**src/rtl/busdiv_pkg.sv**
```systemverilog
package busdiv_pkg;
   localparam int unsigned ADDR_W = 2;

   typedef enum logic [ADDR_W-1:0] {
      REG_CTRL = 2'd0,
      REG_KEY  = 2'd1
   } reg_addr_e;
endpackage

```
**src/rtl/busdiv_unlock.sv**
```systemverilog
module busdiv_unlock #(
   parameter int unsigned DATA_W   = 32,
   parameter int unsigned NUM_KEYS = 2,
   parameter logic [NUM_KEYS*DATA_W-1:0] KEYS = '0
) (
   input  logic              clk_i,
   input  logic              rst_ni,
   input  logic              key_wr_i,
   input  logic [DATA_W-1:0] key_data_i,
   input  logic              ctrl_wr_i,
   output logic              unlocked_o
);
   localparam int unsigned STG_W = (NUM_KEYS > 1) ? $clog2(NUM_KEYS) : 1;
   localparam logic [DATA_W-1:0] FIRST_KEY = KEYS[DATA_W-1:0];

   logic unlocked_q;
   assign unlocked_o = unlocked_q;

   generate
      if (NUM_KEYS == 1) begin : g_single
         always_ff @(posedge clk_i) begin
            if (!rst_ni) begin
               unlocked_q <= 1'b0;
            end else if (key_wr_i) begin
               unlocked_q <= (key_data_i == FIRST_KEY);
            end else if (ctrl_wr_i) begin
               unlocked_q <= 1'b0;
            end
         end
      end else begin : g_multi
         logic [STG_W-1:0]  stage_q;
         logic [DATA_W-1:0] exp_key;
         logic              last_stage;

         always_comb begin
            exp_key    = KEYS[DATA_W*int'(stage_q) +: DATA_W];
            last_stage = (int'(stage_q) == NUM_KEYS - 1);
         end

         always_ff @(posedge clk_i) begin
            if (!rst_ni) begin
               unlocked_q <= 1'b0;
               stage_q    <= '0;
            end else if (key_wr_i) begin
               if (key_data_i == exp_key) begin
                  unlocked_q <= last_stage;
                  stage_q    <= last_stage ? '0 : stage_q + 1'b1;
               end else begin
                  unlocked_q <= 1'b0;
                  stage_q    <= (key_data_i == FIRST_KEY) ? STG_W'(1) : '0;
               end
            end else if (ctrl_wr_i) begin
               unlocked_q <= 1'b0;
               stage_q    <= '0;
            end
         end
      end
   endgenerate
endmodule

```
**src/rtl/busdiv_regs.sv**
```systemverilog
module busdiv_regs
   import busdiv_pkg::*;
#(
   parameter int unsigned DATA_W  = 32,
   parameter int unsigned DIV_W   = 7,
   parameter int unsigned EN_BIT  = 8,
   parameter int unsigned RDY_BIT = 9
) (
   input  logic              clk_i,
   input  logic              rst_ni,
   input  logic              wr_en_i,
   input  logic [ADDR_W-1:0] wr_addr_i,
   input  logic [DIV_W-1:0]  div_data_i,
   input  logic              en_data_i,
   input  logic [ADDR_W-1:0] rd_addr_i,
   input  logic              unlocked_i,
   input  logic              apply_i,
   output logic [DATA_W-1:0] rd_data_o,
   output logic [DIV_W-1:0]  target_o,
   output logic              pending_o,
   output logic              en_o,
   output logic              ctrl_wr_o,
   output logic              accept_o
);
   logic [DIV_W-1:0] target_q;
   logic             pending_q;
   logic             en_q;

   assign ctrl_wr_o = wr_en_i && (wr_addr_i == REG_CTRL);
   assign accept_o  = ctrl_wr_o && unlocked_i && !pending_q;
   assign target_o  = target_q;
   assign pending_o = pending_q;
   assign en_o      = en_q;

   always_ff @(posedge clk_i) begin
      if (!rst_ni) begin
         target_q  <= '0;
         pending_q <= 1'b0;
         en_q      <= 1'b0;
      end else begin
         if (ctrl_wr_o) begin
            en_q <= en_data_i;
         end
         if (accept_o) begin
            target_q  <= div_data_i;
            pending_q <= 1'b1;
         end else if (apply_i) begin
            pending_q <= 1'b0;
         end
      end
   end

   always_comb begin
      rd_data_o = '0;
      if (rd_addr_i == REG_CTRL) begin
         rd_data_o[DIV_W-1:0] = target_q;
         rd_data_o[EN_BIT]    = en_q;
         rd_data_o[RDY_BIT]   = !pending_q;
      end
   end
endmodule

```
**src/rtl/busdiv_core.sv**
```systemverilog
module busdiv_core #(
   parameter int unsigned DIV_W = 7
) (
   input  logic             clk_i,
   input  logic             rst_ni,
   input  logic             en_i,
   input  logic             pending_i,
   input  logic [DIV_W-1:0] target_i,
   output logic             bus_clk_o,
   output logic             apply_o
);
   logic [DIV_W-1:0] active_q;
   logic [DIV_W-1:0] cnt_q;
   logic             out_q;
   logic             wrap;

   assign wrap      = (cnt_q == active_q);
   assign apply_o   = pending_i && (!en_i || (wrap && out_q));
   assign bus_clk_o = out_q;

   always_ff @(posedge clk_i) begin
      if (!rst_ni) begin
         active_q <= '0;
         cnt_q    <= '0;
         out_q    <= 1'b0;
      end else begin
         if (apply_o) begin
            active_q <= target_i;
         end
         if (!en_i) begin
            cnt_q <= '0;
            out_q <= 1'b0;
         end else if (wrap) begin
            cnt_q <= '0;
            out_q <= !out_q;
         end else begin
            cnt_q <= cnt_q + 1'b1;
         end
      end
   end
endmodule

```
**src/rtl/busdiv_top.sv**
```systemverilog
module busdiv_top
   import busdiv_pkg::*;
#(
   parameter int unsigned DATA_W   = 32,
   parameter int unsigned DIV_W    = 7,
   parameter int unsigned EN_BIT   = 8,
   parameter int unsigned RDY_BIT  = 9,
   parameter int unsigned NUM_KEYS = 2,
   parameter logic [NUM_KEYS*DATA_W-1:0] KEYS = {32'h5A96_3CC3, 32'hC3A5_0F1E}
) (
   input  logic              clk_i,
   input  logic              rst_ni,
   input  logic              wr_en_i,
   input  logic [1:0]        wr_addr_i,
   input  logic [DATA_W-1:0] wr_data_i,
   input  logic [1:0]        rd_addr_i,
   output logic [DATA_W-1:0] rd_data_o,
   output logic              bus_clk_o,
   output logic              ready_o
);
   generate
      if (DIV_W < 1 || DIV_W > 16) begin : g_bad_div
         $error("DIV_W must lie in 1..16");
      end
      if (EN_BIT < DIV_W || RDY_BIT < DIV_W || EN_BIT == RDY_BIT) begin : g_bad_bits
         $error("status bits overlap the divisor field");
      end
      if (EN_BIT >= DATA_W || RDY_BIT >= DATA_W) begin : g_bad_width
         $error("status bits outside the data word");
      end
      if (NUM_KEYS < 1) begin : g_bad_keys
         $error("NUM_KEYS must be at least 1");
      end
   endgenerate

   logic             unlocked;
   logic             ctrl_wr;
   logic             key_wr;
   logic             accept;
   logic             apply;
   logic             pending;
   logic             en_q;
   logic [DIV_W-1:0] target;

   assign key_wr  = wr_en_i && (wr_addr_i == REG_KEY);
   assign ready_o = !pending;

   busdiv_unlock #(
      .DATA_W  (DATA_W),
      .NUM_KEYS(NUM_KEYS),
      .KEYS    (KEYS)
   ) unlock_i (
      .clk_i     (clk_i),
      .rst_ni    (rst_ni),
      .key_wr_i  (key_wr),
      .key_data_i(wr_data_i),
      .ctrl_wr_i (ctrl_wr),
      .unlocked_o(unlocked)
   );

   busdiv_regs #(
      .DATA_W (DATA_W),
      .DIV_W  (DIV_W),
      .EN_BIT (EN_BIT),
      .RDY_BIT(RDY_BIT)
   ) regs_i (
      .clk_i     (clk_i),
      .rst_ni    (rst_ni),
      .wr_en_i   (wr_en_i),
      .wr_addr_i (wr_addr_i),
      .div_data_i(wr_data_i[DIV_W-1:0]),
      .en_data_i (wr_data_i[EN_BIT]),
      .rd_addr_i (rd_addr_i),
      .unlocked_i(unlocked),
      .apply_i   (apply),
      .rd_data_o (rd_data_o),
      .target_o  (target),
      .pending_o (pending),
      .en_o      (en_q),
      .ctrl_wr_o (ctrl_wr),
      .accept_o  (accept)
   );

   busdiv_core #(
      .DIV_W(DIV_W)
   ) core_i (
      .clk_i    (clk_i),
      .rst_ni   (rst_ni),
      .en_i     (en_q),
      .pending_i(pending),
      .target_i (target),
      .bus_clk_o(bus_clk_o),
      .apply_o  (apply)
   );
endmodule

```
**config.mk**
```make
export PLATFORM = sky130hd
export DESIGN_NAME = busdiv_top
export DESIGN_NICKNAME = d
export VERILOG_FILES = /design/src/rtl/busdiv_pkg.sv /design/src/rtl/busdiv_unlock.sv /design/src/rtl/busdiv_regs.sv /design/src/rtl/busdiv_core.sv /design/src/rtl/busdiv_top.sv
export SDC_FILE = /design/constraint.sdc
export NUM_CORES = 1
export LEC_CHECK = 0
export ABC_AREA = 1
export BUFFER_PORTS_ARGS = -buffer_cell sky130_fd_sc_hd__buf_2
export CAP_MARGIN = 30
export CORE_MARGIN = 2
export CORE_UTILIZATION = 47
export CTS_BUF_LIST = sky130_fd_sc_hd__clkbuf_4 sky130_fd_sc_hd__clkbuf_8 sky130_fd_sc_hd__clkbuf_16
export DETAILED_ROUTE_END_ITERATION = 7
export GPL_TIMING_DRIVEN = 0
export PLACE_DENSITY = 0.78
export SETUP_SLACK_MARGIN = 0.3
export SLEW_MARGIN = 30
export SYNTH_ARGS = -nofsm -noshare
export SYNTH_HDL_FRONTEND = slang
export SYNTH_SLANG_ARGS = --single-unit
```
**constraint.sdc**
```tcl
create_clock -name clk_i -period 1.7 [get_ports clk_i]
set_input_delay 0.085 -clock clk_i [delete_from_list [all_inputs] [get_ports clk_i]]
set_output_delay 0.085 -clock clk_i [all_outputs]
set_load 0.03 [all_outputs]
```
* After elaboration in Yosys (flattened, before gate mapping)
Index checks and enable logic that the tools add are counted. W data, S select, Z words.
Storage, ports and cells: bits in registers 26, word-level logic and storage cells 44, input bits 39, output and inout port bits 34
Operators by class: bitwise operators 2, shift operators 1, multiplexer cells 11, $add $sub $neg 2, reduce and logical (&&, ||, !) cells 16, equality and inequality tests 4
Operator list (count):
- $shiftx A64 B7 Y32 const A | 1
- $eq A32 B32 Y1 | 1
- $eq A32 B32 Y1 const B | 1
- $mux W1 | 9
- $add A7 B1 Y7 const B | 1
- $eq A7 B7 Y1 | 1
- $mux W7 | 1
- $logic_and A1 B1 Y1 | 6
- $logic_not A2 Y1 | 2
- $reduce_bool A2 Y1 | 2
- $logic_not A1 Y1 | 3
- $reduce_or A3 Y1 | 1
- $eq A2 B1 Y1 const B | 1
- $mux W2 | 1
- $not A1 Y1 | 2
- $reduce_and A2 Y1 | 1
- $add A1 B1 Y1 const B | 1
- $logic_or A1 B1 Y1 | 1

* Longest topological paths before layout
depth in word-level cells 6, mapped depth 10, mapped depth without buffers 10

* By module
A second synthesis with hierarchy kept.
Second synthesis, totals: cell total of the unflattened synthesis 321, area total of the unflattened synthesis 1949.4 sq um
By module, submodules not included:
- busdiv_core | cells an instance 130, seq. area each 300.3 sq um, times used 1, area each 860.8 sq um
- busdiv_regs | cells an instance 104, seq. area each 180.2 sq um, times used 1, area each 685.7 sq um
- busdiv_unlock | cells an instance 84, seq. area each 40.0 sq um, times used 1, area each 389.1 sq um
- busdiv_top | cells an instance 3, seq. area each 0.0 sq um, times used 1, area each 13.8 sq um

* Worst setup path before layout
Ideal clock, no wire load.
path type register -> register, start register regs_i.pending_q (netlist: regs_i.pending_o), end register regs_i.target_q[6] (netlist: regs_i.target_o[6]), setup slack 0.321 ns, data required time 1.583 ns, arrival 1.262 ns, clock period less this slack 1.379 ns, cell stages (with the launch flop) 7, setup time 0.117 ns, buffers on the path 2, cells stage by stage dfxtp_1 -> buf_2 -> inv_1 -> nand3_1 -> buf_4 -> o21ai_1 -> a21oi_1
On the way: word-level cells in the longest chain between the ends 2
Ends and longest elaborated chain:
- start: declaration | RTL line busdiv_regs.sv:26 | logic pending_q;
- start signal: assignment | RTL line busdiv_regs.sv:38 | pending_q <= 1'b0;
- start signal: assignment | RTL line busdiv_regs.sv:46 | pending_q <= 1'b1;
- start signal: assignment | RTL line busdiv_regs.sv:48 | pending_q <= 1'b0;
- $logic_not A1 Y1
- via ready_o | RTL line busdiv_top.sv:19 | output logic ready_o
- $logic_and A1 B1 Y1 | RTL line busdiv_regs.sv:30 | assign accept_o = ctrl_wr_o && unlocked_i && !pending_q;
- end signal: assignment | RTL line busdiv_regs.sv:45 | target_q <= div_data_i;
- end: declaration | RTL line busdiv_regs.sv:25 | logic [DIV_W-1:0] target_q;
The timed path passes the listed nets, and every way through them passes these cells. A chain may end at the register's enable or synchronous reset.

* Worst setup path after layout
start register core_i.active_q[4], end register core_i.active_q[2]
On the way: word-level cells in the longest chain between the ends 4
Ends and longest elaborated chain:
- start: declaration | RTL line busdiv_core.sv:12 | logic [DIV_W-1:0] active_q;
- start signal: assignment | RTL line busdiv_core.sv:28 | active_q <= target_i;
- $eq A7 B7 Y1 | RTL line busdiv_core.sv:17 | assign wrap = (cnt_q == active_q);
- $logic_and A1 B1 Y1 | RTL line busdiv_core.sv:18 | assign apply_o = pending_i && (!en_i || (wrap && out_q));
- $logic_or A1 B1 Y1 | RTL line busdiv_core.sv:18
- $logic_and A1 B1 Y1 | RTL line busdiv_core.sv:18
Every way passes these cells.

==> impl_metrics.py <==
metrics = {
    "worst_hold_path": {
        "min_path_cells": 3,
        "hp-class": "in -> reg",
    },
    "placed_design": {
        "portBuffers": 49,
        "globalplace.congestion": 0.766,
        "hpwl_um": 2830,
        "place_area_um2": 2010,
        "dpl_worst_slack_ns": 0.311,
    },
    "yosys": {
        "netlist_instances": 248,
        "yosysMostFrequentCell": "nor2_1",
        "synth_ff_type": "dfxtp_1",
        "synth_area_um2": 1620,
        "yosys.area.top_type": "dfxtp_1",
        "ys_seq_area_frac": 0.321,
        "synthDistinctLibCells": 27,
        "postSynthAreaPerCell_um2": 6.53,
        "synth_area_leaders": "dfxtp_1, nor2_1, buf_4, nand2_1, inv_1",
        "synth.ff_latch_count": 26,
        "synth_edf_count": 0,
        "yosys-top-cells-count": "nor2_1, nand2_1, inv_1",
        "synth_top_area_frac": 0.321,
        "yosys_warnings": 0,
        "async_flop_share": 0,
    },
    "worst_setup_path": {
        "cp_top_family": "simple AND/OR/NAND/NOR gates",
        "cp_cell_sequence": "xor2_2 > nor3_4 > nand3_4 > a21oi_4 > nor2_1 > nor2_1",
        "endpoint_kind": "flop",
        "crit_slowest_cell": "dfxtp_2",
        "critPathKind": "reg -> reg",
        "cpPeakStageDelay_ns": 0.36,
        "crit_fanout": 7,
        "crit_top_cell": "nor2_1",
        "cp.arrival_ns": 1.68,
        "path_depth": 6,
        "critPathRequiredTime_ns": 1.96,
        "reg2reg_depth": 6,
        "timing.critical_path.buf_inv": 0,
        "start_kind": "flop",
    },
    "sta": {
        "rsz0062_at_grt": "true",
        "drv_slew": 0,
        "max_freq_mhz": 706,
        "finalSetupViolations": 0,
        "period_needed_ns": 1.42,
        "skew_ns": 0.00555,
        "setup_tns_ns": 0,
        "worst_slack_ns": 0.283,
        "hold_viol": 0,
        "fin_crit_sh": 0.833,
    },
    "grt": {
        "grt_util_met1": 0.206,
        "gr-total-overflow": 0,
        "antenna_found_initial": 0,
        "grt_pass1_wl_um": 5880,
        "grt_use_met2": 0.329,
        "grt_pass1_vias": 1483,
        "top_usage_layer": "met2",
        "use_met3": 0.0324,
        "grt_max_degree": 15,
        "grt_usage": 0.179,
    },
    "clock_tree": {
        "cts_inserted_buffers": 3,
        "clock_latency_ns": 0.32,
        "clock-root-buffer": "clkbuf_4",
        "numClockSinks": 26,
        "clkTransAtPathRegs_ns": 0.13,
        "h-tree-depth": 1,
        "cts_tree": "yes",
        "clockBufferDepth": 2,
    },
    "finish": {
        "multi_input_area_um2": 926,
        "fin_nets": 367,
        "drive_above_1_share": 0.316,
        "fin_area_um2": 2120,
        "antenna_cells": 0,
        "utilization": 0.641,
        "syn_to_final_growth_pct": 31.0,
        "seqCellArea_um2": 533,
        "n_fill_cell": 345,
    },
    "floorplanning": {
        "dieArea_um2": 3930,
        "fp.dieH_um": 62.7,
        "fp-row-count": 21,
        "coreArea_um2": 3310,
        "io_pins": 73,
        "die_w_um": 62.7,
        "initial_core_util": 0.489,
    },
    "power_and_ir_drop": {
        "vdd_ir_drop_max_mv": 0.259,
        "p_leak_uw": 0.00109,
        "p_per_area_nw_per_um2": 541,
    },
    "route": {
        "drc": 0,
        "wl_um": 3360,
        "first_pass_iters": 4,
        "drt_iter0_drc": 67,
        "ant_nets": 0,
        "routedWlPerCell_um": 9.04,
        "vias": 1641,
        "vias_per_cell": 4.41,
    },
    "status": {
        "status": "completed",
    },
    "flow_run": {
        "drv_cap": 0,
    },
}
-- repair_timing --
action,4_1_cts,5_1_grt
hold buffers,0,0
pin swaps,0,4
setup buffers,0,3
endpoints found under the setup margin,6,18
gates resized for setup,1,16
-- cell usage in the layout (no fill, tap or decap), drive strengths merged --
cell / count
o21ai: 9
nand2: 47
dfxtp: 26
nand4: 3
xnor2: 5
clkbuf: 6
and2: 1
nand3: 19
xor2: 5
conb: 23
nand3b: 1
nor3: 5
ha: 1
nor2: 51
or2: 3
buf: 77
a21oi: 14
inv: 29
nor3b: 1
-- state kept, by name, indices dropped and copies added, names as in the netlist --
| name | cells |
|---|---|
| unlock_i.g_multi.last_stage | 1 |
| regs_i.pending_o | 1 |
| core_i.bus_clk_o | 1 |
| unlock_i.unlocked_o | 1 |
| regs_i.target_o | 7 |
| core_i.cnt_q | 7 |
| core_i.active_q | 7 |
| regs_i.en_o | 1 |
-- layout make-up --
class / count / area share
well taps: 46 / 0.0271
repair buffers: 52 / 0.126
multi-input cells: 188 / 0.436
flip-flops and latches: 26 / 0.251
inverters: 29 / 0.0513
clock buffers: 4 / 0.0171
plain buffers: 27 / 0.0908
-- stage by stage --
step | power, µW | hold slack, ns | instances
after floorplan | 789 | 0.213 | 270
final | 1150 | 0.000789 | 372
after global placement | 850 | 0.356 | 365
after global routing | 1210 | 0.00636 | 372
after CTS | 1150 | 0.00724 | 369
after detailed placement | 852 | 0.362 | 365
-- path summary, 6_finish.rpt --
path / start / endpoint / slack, ns
worst max-delay path: core_i.active_q[4] / core_i.active_q[2] / 0.28
worst min-delay path: wr_data_i[8] / regs_i.en_o / 0.0008
worst max register to register: core_i.active_q[4] / core_i.active_q[2] / 0.28
worst min register to register: core_i.cnt_q[0] / core_i.cnt_q[0] / 0.45
-- cell families after synthesis --
| family | after synthesis | synth area share |
|---|---|---|
| simple gates | 131 | 0.351 |
| flops | 26 | 0.321 |
| xor+xnor | 10 | 0.0541 |
| fa+ha+maj | 1 | 0.00772 |
| buf+inv | 56 | 0.186 |
| other cells | 1 | 0.00231 |
| compound gates | 23 | 0.0780 |
-- layer usage --
layer  vias to the layer above  part of all wire
met4                         0            0.0083
met3                         2             0.057
met2                        46              0.49
met1                       717              0.44
met5                         -                 0
li1                        876                 -
-- where the power goes --
part | switching [µW] | internal [µW] | total [µW]
Combinational | 138 | 89.8 | 228
Clock | 174 | 131 | 305
Sequential | 4.48 | 610 | 614
Total | 317 | 830 | 1150
-- worst min-delay path, cell delays in order --
cell	delay, ns
buf_2	0.12
inv_1	0.05
a21oi_1	0.05
(Power assumes the default switching activity.)
